## src/rtl/baud_pkg.sv

```systemverilog
package baud_pkg;
  typedef enum logic [1:0] {
    RM_SLOW = 2'd0,
    RM_FAST = 2'd1,
    RM_SYNC = 2'd2
  } rate_mode_e;
endpackage

```

## src/rtl/baud_divider.sv

```systemverilog
module baud_divider #(
  parameter int DIV_W = 8
) (
  input  logic             clk,
  input  logic             rst_n,
  input  logic             clr,
  input  logic [DIV_W-1:0] div,
  output logic             unit_tick
);
  logic [DIV_W-1:0] cnt;
  logic             hit;

  assign hit = (cnt == div);

  always_ff @(posedge clk) begin
    if (!rst_n)    cnt <= '0;
    else if (clr)  cnt <= '0;
    else if (hit)  cnt <= '0;
    else           cnt <= cnt + 1'b1;
  end

  assign unit_tick = hit && !clr;
endmodule

```

## src/rtl/baud_postscale.sv

```systemverilog
module baud_postscale
  import baud_pkg::*;
#(
  parameter int OVS_RATE   = 16,
  parameter int SLOW_MUL   = 4,
  parameter int SYNC_UNITS = 4
) (
  input  logic       clk,
  input  logic       rst_n,
  input  logic       clr,
  input  logic       unit_tick,
  input  rate_mode_e mode,
  output logic       bit_tick,
  output logic       ovs_tick
);
  localparam int LIM_SLOW = OVS_RATE * SLOW_MUL;
  localparam int CNT_W    = $clog2(LIM_SLOW);

  logic [CNT_W-1:0] cnt;
  logic [CNT_W-1:0] last;
  logic             wrap;
  logic             slow_hit;

  always_comb begin
    case (mode)
      RM_SLOW: last = CNT_W'(LIM_SLOW - 1);
      RM_FAST: last = CNT_W'(OVS_RATE - 1);
      default: last = CNT_W'(SYNC_UNITS - 1);
    endcase
  end

  assign wrap     = (cnt == last);
  assign slow_hit = ((cnt % CNT_W'(SLOW_MUL)) == CNT_W'(SLOW_MUL - 1));

  always_ff @(posedge clk) begin
    if (!rst_n)          cnt <= '0;
    else if (clr)        cnt <= '0;
    else if (unit_tick)  cnt <= wrap ? '0 : cnt + 1'b1;
  end

  assign bit_tick = unit_tick && wrap;

  always_comb begin
    case (mode)
      RM_SLOW: ovs_tick = unit_tick && slow_hit;
      RM_FAST: ovs_tick = unit_tick;
      default: ovs_tick = 1'b0;
    endcase
  end
endmodule

```

## src/rtl/rx_majority.sv

```systemverilog
module rx_majority #(
  parameter int SYNC_STAGES = 2,
  parameter int OVS_RATE    = 16,
  parameter int VOTE_AT     = 6
) (
  input  logic clk,
  input  logic rst_n,
  input  logic clr,
  input  logic restart,
  input  logic rx_pin,
  input  logic ovs_tick,
  output logic rx_bit,
  output logic rx_valid
);
  localparam int PH_W = $clog2(OVS_RATE);

  logic [SYNC_STAGES-1:0] chain;
  logic                   rx_s;
  logic [PH_W-1:0]        phase;
  logic [1:0]             smp;
  logic                   in_win;
  logic                   last_s;
  logic                   vote;

  for (genvar g = 0; g < SYNC_STAGES; g++) begin : g_sync
    if (g == 0) begin : g_first
      always_ff @(posedge clk) begin
        if (!rst_n) chain[g] <= 1'b1;
        else        chain[g] <= rx_pin;
      end
    end else begin : g_next
      always_ff @(posedge clk) begin
        if (!rst_n) chain[g] <= 1'b1;
        else        chain[g] <= chain[g-1];
      end
    end
  end

  assign rx_s   = chain[SYNC_STAGES-1];
  assign in_win = ovs_tick && (phase >= PH_W'(VOTE_AT)) && (phase <= PH_W'(VOTE_AT + 2));
  assign last_s = ovs_tick && (phase == PH_W'(VOTE_AT + 2));
  assign vote   = (smp[1] & smp[0]) | (smp[1] & rx_s) | (smp[0] & rx_s);

  always_ff @(posedge clk) begin
    if (!rst_n || clr || restart) begin
      phase <= '0;
      smp   <= '0;
    end else begin
      if (ovs_tick) phase <= (phase == PH_W'(OVS_RATE - 1)) ? '0 : phase + 1'b1;
      if (in_win)   smp   <= {smp[0], rx_s};
    end
  end

  always_ff @(posedge clk) begin
    if (!rst_n) begin
      rx_valid <= 1'b0;
      rx_bit   <= 1'b1;
    end else begin
      rx_valid <= last_s && !clr && !restart;
      if (last_s) rx_bit <= vote;
    end
  end
endmodule

```

## src/rtl/baud_timer.sv

```systemverilog
module baud_timer
  import baud_pkg::*;
#(
  parameter int DIV_W       = 8,
  parameter int OVS_RATE    = 16,
  parameter int SLOW_MUL    = 4,
  parameter int SYNC_UNITS  = 4,
  parameter int SYNC_STAGES = 2
) (
  input  logic             clk,
  input  logic             rst_n,
  input  logic             div_wr,
  input  logic [DIV_W-1:0] div_val,
  input  logic             fast_sel,
  input  logic             sync_mode,
  input  logic             master_en,
  input  logic             rx_pin,
  input  logic             rx_restart,
  output logic             bit_tick,
  output logic             ovs_tick,
  output logic             rx_bit,
  output logic             rx_valid
);
  localparam int VOTE_AT = OVS_RATE / 2 - 2;

  logic [DIV_W-1:0] div_q;
  rate_mode_e       mode, mode_q;
  logic             clr;
  logic             unit_tick;

  assign mode = sync_mode ? RM_SYNC : (fast_sel ? RM_FAST : RM_SLOW);
  assign clr  = div_wr || (mode != mode_q) || !master_en;

  always_ff @(posedge clk) begin
    if (!rst_n) begin
      div_q  <= '0;
      mode_q <= RM_SLOW;
    end else begin
      mode_q <= mode;
      if (div_wr) div_q <= div_val;
    end
  end

  baud_divider #(.DIV_W(DIV_W)) u_div (
    .clk(clk), .rst_n(rst_n), .clr(clr), .div(div_q), .unit_tick(unit_tick)
  );

  baud_postscale #(
    .OVS_RATE(OVS_RATE), .SLOW_MUL(SLOW_MUL), .SYNC_UNITS(SYNC_UNITS)
  ) u_post (
    .clk(clk), .rst_n(rst_n), .clr(clr), .unit_tick(unit_tick), .mode(mode),
    .bit_tick(bit_tick), .ovs_tick(ovs_tick)
  );

  rx_majority #(
    .SYNC_STAGES(SYNC_STAGES), .OVS_RATE(OVS_RATE), .VOTE_AT(VOTE_AT)
  ) u_rx (
    .clk(clk), .rst_n(rst_n), .clr(clr), .restart(rx_restart), .rx_pin(rx_pin),
    .ovs_tick(ovs_tick), .rx_bit(rx_bit), .rx_valid(rx_valid)
  );
endmodule

```

## config.mk

```make
export PLATFORM = sky130hd
export DESIGN_NAME = baud_timer
export DESIGN_NICKNAME = d
export VERILOG_FILES = /design/src/rtl/baud_pkg.sv /design/src/rtl/baud_divider.sv /design/src/rtl/baud_postscale.sv /design/src/rtl/rx_majority.sv /design/src/rtl/baud_timer.sv
export SDC_FILE = /design/constraint.sdc
export NUM_CORES = 1
export LEC_CHECK = 0
export ABC_CLOCK_PERIOD_IN_PS = 2300
export BUFFER_PORTS_ARGS = -buffer_cell sky130_fd_sc_hd__clkbuf_2
export CELL_PAD_IN_SITES_DETAIL_PLACEMENT = 2
export CELL_PAD_IN_SITES_GLOBAL_PLACEMENT = 2
export CORE_UTILIZATION = 37
export CTS_BUF_LIST = sky130_fd_sc_hd__clkbuf_8
export CTS_CLUSTER_DIAMETER = 30
export DETAILED_ROUTE_END_ITERATION = 12
export PLACE_DENSITY_LB_ADDON = 0.1
export SYNTH_ARGS = -nofsm -noshare
export SYNTH_HDL_FRONTEND = slang
export SYNTH_SLANG_ARGS = --single-unit
export TNS_END_PERCENT = 30
```

## constraint.sdc

```tcl
create_clock -name clk -period 2.3 [get_ports clk]
set_clock_uncertainty 0.1 [all_clocks]
set_input_delay 0.115 -clock clk [delete_from_list [all_inputs] [get_ports clk]]
set_output_delay 0.115 -clock clk [all_outputs]
set_load 0.01 [all_outputs]
```

* Word-level counts from Yosys, hierarchy flattened
Cells that the tools add are included.
** Cells by class
- Reduce and logical (&&, ||, !) cells :: 19
- Order comparisons :: 2
- $add $sub $neg :: 3
- Equality and inequality tests :: 7
- Multiplexer cells :: 6
- Bitwise gates (word level) :: 6
** Operators by type and width (count)
- case mux 6 bit (2 select lines) :: 1
- adder 8 x 1 -> 8 bit, second input constant :: 1
- == test 4 bit, second input constant :: 2
- == test 8 bit :: 1
- logical AND 1 bit :: 8
- adder 6 x 1 -> 6 bit, second input constant :: 1
- == test 6 bit :: 1
- 2-to-1 mux 6 bit :: 1
- adder 4 x 1 -> 4 bit, second input constant :: 1
- >= comparator 4 x 3 -> 1 bit, second input constant :: 1
- <= comparator 4 bit, second input constant :: 1
- zero test 1 bit :: 4
- logical OR 1 bit :: 4
- 2-to-1 mux 4 bit :: 1
- bitwise AND 1 bit :: 3
- OR reduction 3 bit :: 1
- == test 2 x 1 -> 1 bit, second input constant :: 1
- == test 2 bit, second input constant :: 1
- zero test 2 bit :: 1
- 2-to-1 mux 2 bit :: 1
- != test 2 bit :: 1
- bitwise OR 1 bit :: 2
- case mux 1 bit (2 select lines) :: 1
- OR reduction 2 bit :: 1
- 2 further kinds :: 2
** Word-level totals
- Flip-flop bits (word level) :: 34
- Bits of input ports :: 16
- Output and inout bits :: 4

* Depth between registers and ports, before layout
- Depth after elaboration :: 12
- Gate-level depth with buffers :: 7
- Mapped depth without buffers :: 6

* Cells and area by module
Synthesis repeated with hierarchy kept, for this count alone.
** Second synthesis, totals
- Cell total of the unflattened synthesis :: 178
- Area total of the unflattened synthesis :: 1711.6 µm²
** By module, submodules not included
- baud_divider :: instances 1, cells each 47, seq. area each 160.2 µm², area an instance 479.2 µm²
- rx_majority :: instances 1, cells each 50, seq. area each 200.2 µm², area an instance 437.9 µm²
- baud_timer :: instances 1, cells each 35, seq. area each 200.2 µm², area an instance 401.6 µm²
- baud_postscale :: instances 1, cells each 46, seq. area each 120.1 µm², area an instance 392.9 µm²

* Worst setup path after synthesis
No wires, ideal clock.
- Kind :: register -> register
- Start point :: register u_div.cnt[5]
- End point :: register u_post.cnt[3]
- Arrival time :: 1.680 ns
- Cell stages (with the launch flop) :: 6
- Buffers on the path :: 0
- Period minus slack after synthesis :: 1.854 ns
- Path slack :: 0.446 ns
- Cell sequence :: dfxtp_1 -> xor2_1 -> nor4_4 -> nand3_4 -> or4b_1 -> a31oi_1
** Between the ends
- Longest elaborated chain between the ends :: 2
** Ends and longest elaborated chain
- from (decl) :: RTL line baud_divider.sv:10 : logic [DIV_W-1:0] cnt;
- from (signal assigned) :: RTL line baud_divider.sv:19 : else cnt <= cnt + 1'b1;
- == test 8 bit :: RTL line baud_divider.sv:13 : assign hit = (cnt == div);
- logical AND 1 bit :: RTL line baud_divider.sv:22 : assign unit_tick = hit && !clr;
- to (signal assigned) :: RTL line baud_postscale.sv:38 : else if (unit_tick) cnt <= wrap ? '0 : cnt + 1'b1;
- to (decl) :: RTL line baud_postscale.sv:19 : logic [CNT_W-1:0] cnt;
Every way passes these cells.
A chain may end at the register's enable or synchronous reset.

* Worst setup path in the final report
- Start point :: register u_div.cnt[0]
- End point :: register u_post.cnt[3]
Same word-level chain as after synthesis.

==> impl_table.tex <==
\begin{tabular}{lr}
\hline
Metric & Value \\
\hline
\multicolumn{2}{l}{\textbf{Power}} \\
\quad Combinational power share & 0.082 \\
\quad Clock group share of total power & 0.433 \\
\quad Part of the power in registers & 0.485 \\
\quad Internal power & $\sim$970 uW \\
\quad Power per standard cell area & $\sim$640 mW/mm2 \\
\quad Net switching fraction of the power & 0.2312 \\
\quad Lkg Pwr & between 0.0007 and 0.0008 uW \\
\quad Net switching power & $\sim$290 uW \\
\quad Worst VDD drop & 364.5 uV \\
\multicolumn{2}{l}{\textbf{Routing}} \\
\quad DRT Pass-1 Iters & 4 \\
\quad Routed via count & between 1,000 and 1,500 \\
\quad Number of vias per cell after detailed routing & $\sim$5.3 \\
\quad Routed wire length per instance & between 15 and 20 um \\
\quad Post-route DRC & 0 \\
\quad Total detailed-routing wirelength & roughly 4700 um \\
\quad Initial detailed-routing violation count & 39 \\
\quad Post-DRT Antenna Nets & 0 \\
\multicolumn{2}{l}{\textbf{Critical path}} \\
\quad Type of the worst setup path & register to register \\
\quad Critical Path Fanout Max & 9 \\
\quad Data arrival at the endpoint of the critical path & 2.22 ns \\
\quad Kind of start point of the critical path & register \\
\quad Kind of capture point of the worst setup path & register \\
\quad Crit path required time & about 2.4 ns \\
\multicolumn{2}{l}{\textbf{Synth}} \\
\quad Largest cells by area after synthesis & sky130\_fd\_sc\_hd\_\_dfxtp\_1 41\%, sky130\_fd\_sc\_hd\_\_xor2\_1 6.9\%, sky130\_fd\_sc\_hd\_\_mux2i\_1 4.9\%, sky130\_fd\_sc\_hd\_\_nand3\_1 4.3\%, sky130\_fd\_sc\_hd\_\_nand2\_1 3.4\% \\
\quad Avg Inst Size Synth & 9.250 um2 \\
\quad Number of enable flip-flop cells after synthesis & 0 \\
\quad Top flip-flop cell by instance count after synthesis & sky130\_fd\_sc\_hd\_\_dfxtp\_1 \\
\quad Number of synthesized register bits & 34 \\
\quad Number of synthesis warnings & 0 \\
\quad Synth Instances & 178 \\
\quad Post-Synthesis Net Count & 198 \\
\quad Synthesized cell area & 0.001647 mm2 \\
\quad Unique cell type count in the Yosys netlist & 39 \\
\quad Largest area contributor in the netlist & sky130\_fd\_sc\_hd\_\_dfxtp\_1 \\
\quad Post-synthesis sequential area ratio & 0.4134 \\
\quad Top cell type's share of synthesized area & 0.4134 \\
\quad Async SR Flop Fraction & 0 \\
\multicolumn{2}{l}{\textbf{Cells and area}} \\
\quad Final instance area & a little under 0.002 mm2 \\
\quad Antenna diodes & 0 \\
\quad Most common cell after layout, fill and taps aside & sky130\_fd\_sc\_hd\_\_dfxtp\_1 \\
\quad Area growth, synth to finish & 18.62\% \\
\quad Commonest non-fill, non-tap cells in the layout & 34 x sky130\_fd\_sc\_hd\_\_dfxtp\_1, 19 x sky130\_fd\_sc\_hd\_\_clkbuf\_2, 15 x sky130\_fd\_sc\_hd\_\_nand2\_1 \\
\quad Filler Cells Inserted & 468 \\
\quad Final net count & 226 \\
\quad Fraction of layout cells with a size suffix above 1 & 0.1643 \\
\quad Final Instance Count excl. Fillers & approximately 260 \\
\multicolumn{2}{l}{\textbf{CTS}} \\
\quad Clock tree sinks & 34 \\
\quad Master cell of the clock root buffer & sky130\_fd\_sc\_hd\_\_clkbuf\_8 \\
\quad Clock transition at the register clock pins on the worst setup and hold paths after CTS & roughly 0.07 ns \\
\quad Cts repair resizes & 0 \\
\quad CTS max path bufs & 2 \\
\quad TritonCTS Buffers & 5 \\
\quad Insertion delay of the later-clocked pin in the worst-skew pair & around 0.29 ns \\
\quad Depth of the CTS H-tree & 2 \\
\quad CTS tree & built \\
\multicolumn{2}{l}{\textbf{Placed design}} \\
\quad Sum of net half-perimeters after detailed placement & around 3300 um \\
\quad Global placer's final weighted congestion & between 0.7 and 0.8 \\
\quad DP Cell Count & between 200 and 250 \\
\quad \# port buffers & 19 \\
\quad Instance area after placement & about 0.0018 mm2 \\
\multicolumn{2}{l}{\textbf{STA}} \\
\quad Setup repair after global routing missed its margin & no \\
\quad FMAX & 473.0 MHz \\
\quad Final Cycle Share & 0.9192 \\
\quad Transition time at the pin with the least slew margin & just over 0.4 ns \\
\quad Final setup violation count & 0 \\
\quad Fin. Hold Viols & 0 \\
\quad Tmin final & about 2.1 ns \\
\quad Count of pins over their slew limit & 0 \\
\quad Setup\_tns & 0 ns \\
\quad Relative slew margins & 0.7251 \\
\multicolumn{2}{l}{\textbf{Floorplanning}} \\
\quad FP Rows & 23 \\
\quad Die width & between 60 and 70 um \\
\quad Count of pins on the block boundary & 20 \\
\quad Core Region & between 0.004 and 0.005 mm2 \\
\quad Floorplan die height & approximately 69 um \\
\quad Area enclosed by the die boundary & approximately 0.0047 mm2 \\
\quad Initial cell density of the core & 0.3973 \\
\multicolumn{2}{l}{\textbf{Global routing}} \\
\quad Initial antenna violation count & 0 \\
\quad Maximum number of pins on one net before global-route repair & 17 \\
\quad Vias in the first global route & $\sim$1,500 \\
\quad Global-route wire length before repair & 7596 um \\
\quad Overflow left after global routing & 0 \\
\quad Gr usage total & 0.2285 \\
\multicolumn{2}{l}{\textbf{Worst hold path}} \\
\quad Worst min-delay path class & primary input to register \\
\multicolumn{2}{l}{\textbf{Run status}} \\
\quad Run status & complete, no violations \\
\multicolumn{2}{l}{\textbf{Job}} \\
\quad Max-cap violation count & 0 \\
\hline
\end{tabular}
## state kept, by name, indices dropped and copies added (netlist names), 2 cells and up
register    cells
u_post.cnt      6
u_rx.smp        2
u_rx.phase      4
u_div.cnt       8
div_q           8
mode_q          2
## power by group through the flow
| stage | clock network [uW] | registers [uW] | logic, uW |
|---|---|---|---|
| floorplan | 0 | 621 | 65.5 |
| global placement | 0 | 623 | 86.8 |
| detailed placement | 0 | 624 | 92.7 |
| CTS | 558 | 610 | 102 |
| global route | 584 | 612 | 112 |
| finish | 545 | 611 | 103 |
## layer usage
layer  up-vias  share of wire  track usage
met2        15           0.53       0.4118
met1       676           0.45       0.2709
li1        680              -            -
met4         0         0.0036      0.06122
met5         -              0            0
met3         2          0.020      0.05099
## final timing paths
kind                      start             to  slack, ns  depth (start not counted)
hold / removal         fast_sel      mode_q[0]      0.007                          3
hold reg to reg   u_rx.chain[0]      u_rx.rx_s       0.32                          1
setup / recovery   u_div.cnt[0]  u_post.cnt[3]       0.19                          5
setup reg to reg   u_div.cnt[0]  u_post.cnt[3]       0.19                          5
## layout make-up
cell class                 instances  area, um2  area share
multi-input combinational        135      923.4      0.4728
sequential                        34      680.7      0.3485
timing repair buffer              26      162.7     0.08328
clock buffer                       5      68.82     0.03523
tap                               50      62.56     0.03203
clock inverter                     3      40.04     0.02050
inverter                           4      15.01    0.007687
## critical path: stages (launching register included)
cell and delay, ns:
sky130_fd_sc_hd__dfxtp_1 0.45, sky130_fd_sc_hd__xor2_1 0.15, sky130_fd_sc_hd__nor4_4 0.43, sky130_fd_sc_hd__nand3_4 0.18
sky130_fd_sc_hd__or4b_1 0.53, sky130_fd_sc_hd__a31oi_1 0.19
## cell usage after synthesis, types with 3 or more instances
| library cell | count |
|---|---|
| sky130_fd_sc_hd__dfxtp_1 | 34 |
| sky130_fd_sc_hd__nand2_1 | 15 |
| sky130_fd_sc_hd__nand3_1 | 14 |
| sky130_fd_sc_hd__xor2_1 | 13 |
| sky130_fd_sc_hd__nor2_1 | 12 |
| sky130_fd_sc_hd__a21oi_1 | 10 |
| sky130_fd_sc_hd__nor2b_1 | 9 |
| sky130_fd_sc_hd__mux2i_1 | 8 |
| sky130_fd_sc_hd__o21ai_0 | 8 |
| sky130_fd_sc_hd__nand2b_1 | 5 |
| sky130_fd_sc_hd__ha_1 | 4 |
| sky130_fd_sc_hd__inv_1 | 4 |
| sky130_fd_sc_hd__and2_1 | 3 |
| sky130_fd_sc_hd__and3_1 | 3 |
| sky130_fd_sc_hd__clkbuf_1 | 3 |
| sky130_fd_sc_hd__nand3b_1 | 3 |
## metrics by stage
stage	util	total power (uW)	setup WS [ns]	hold slack, ns
floorplan	-	686.1	0.4458	0.08804
global placement	0.4306	709.6	0.3465	0.1959
detailed placement	0.4306	716.5	0.2545	0.2143
CTS	0.4713	1271	0.1816	0.002629
global route	0.4713	1308	0.004002	0.01153
finish	0.4713	1258	0.1859	0.007003
## kinds of logic (layout without fill, tap and decap cells)
family / count (synthesis) / count (layout) / synth area share
DFF: 34 / 34 / 0.4134
buffers and inverters: 9 / 38 / 0.02583
and+or+nand+nor: 79 / 79 / 0.2956
xor gates and xnor gates: 15 / 15 / 0.07979
adders and majority gates: 4 / 4 / 0.03040
AOI/OAI and AO/OA: 29 / 29 / 0.1064
muxes: 8 / 8 / 0.04863
## repair_timing
action,in CTS,in global routing
setup buffers,0,0
endpoints found under the hold margin,6,0
endpoints found under the setup margin,0,0
hold buffers,6,0
Power figures use the tool's default switching activity.
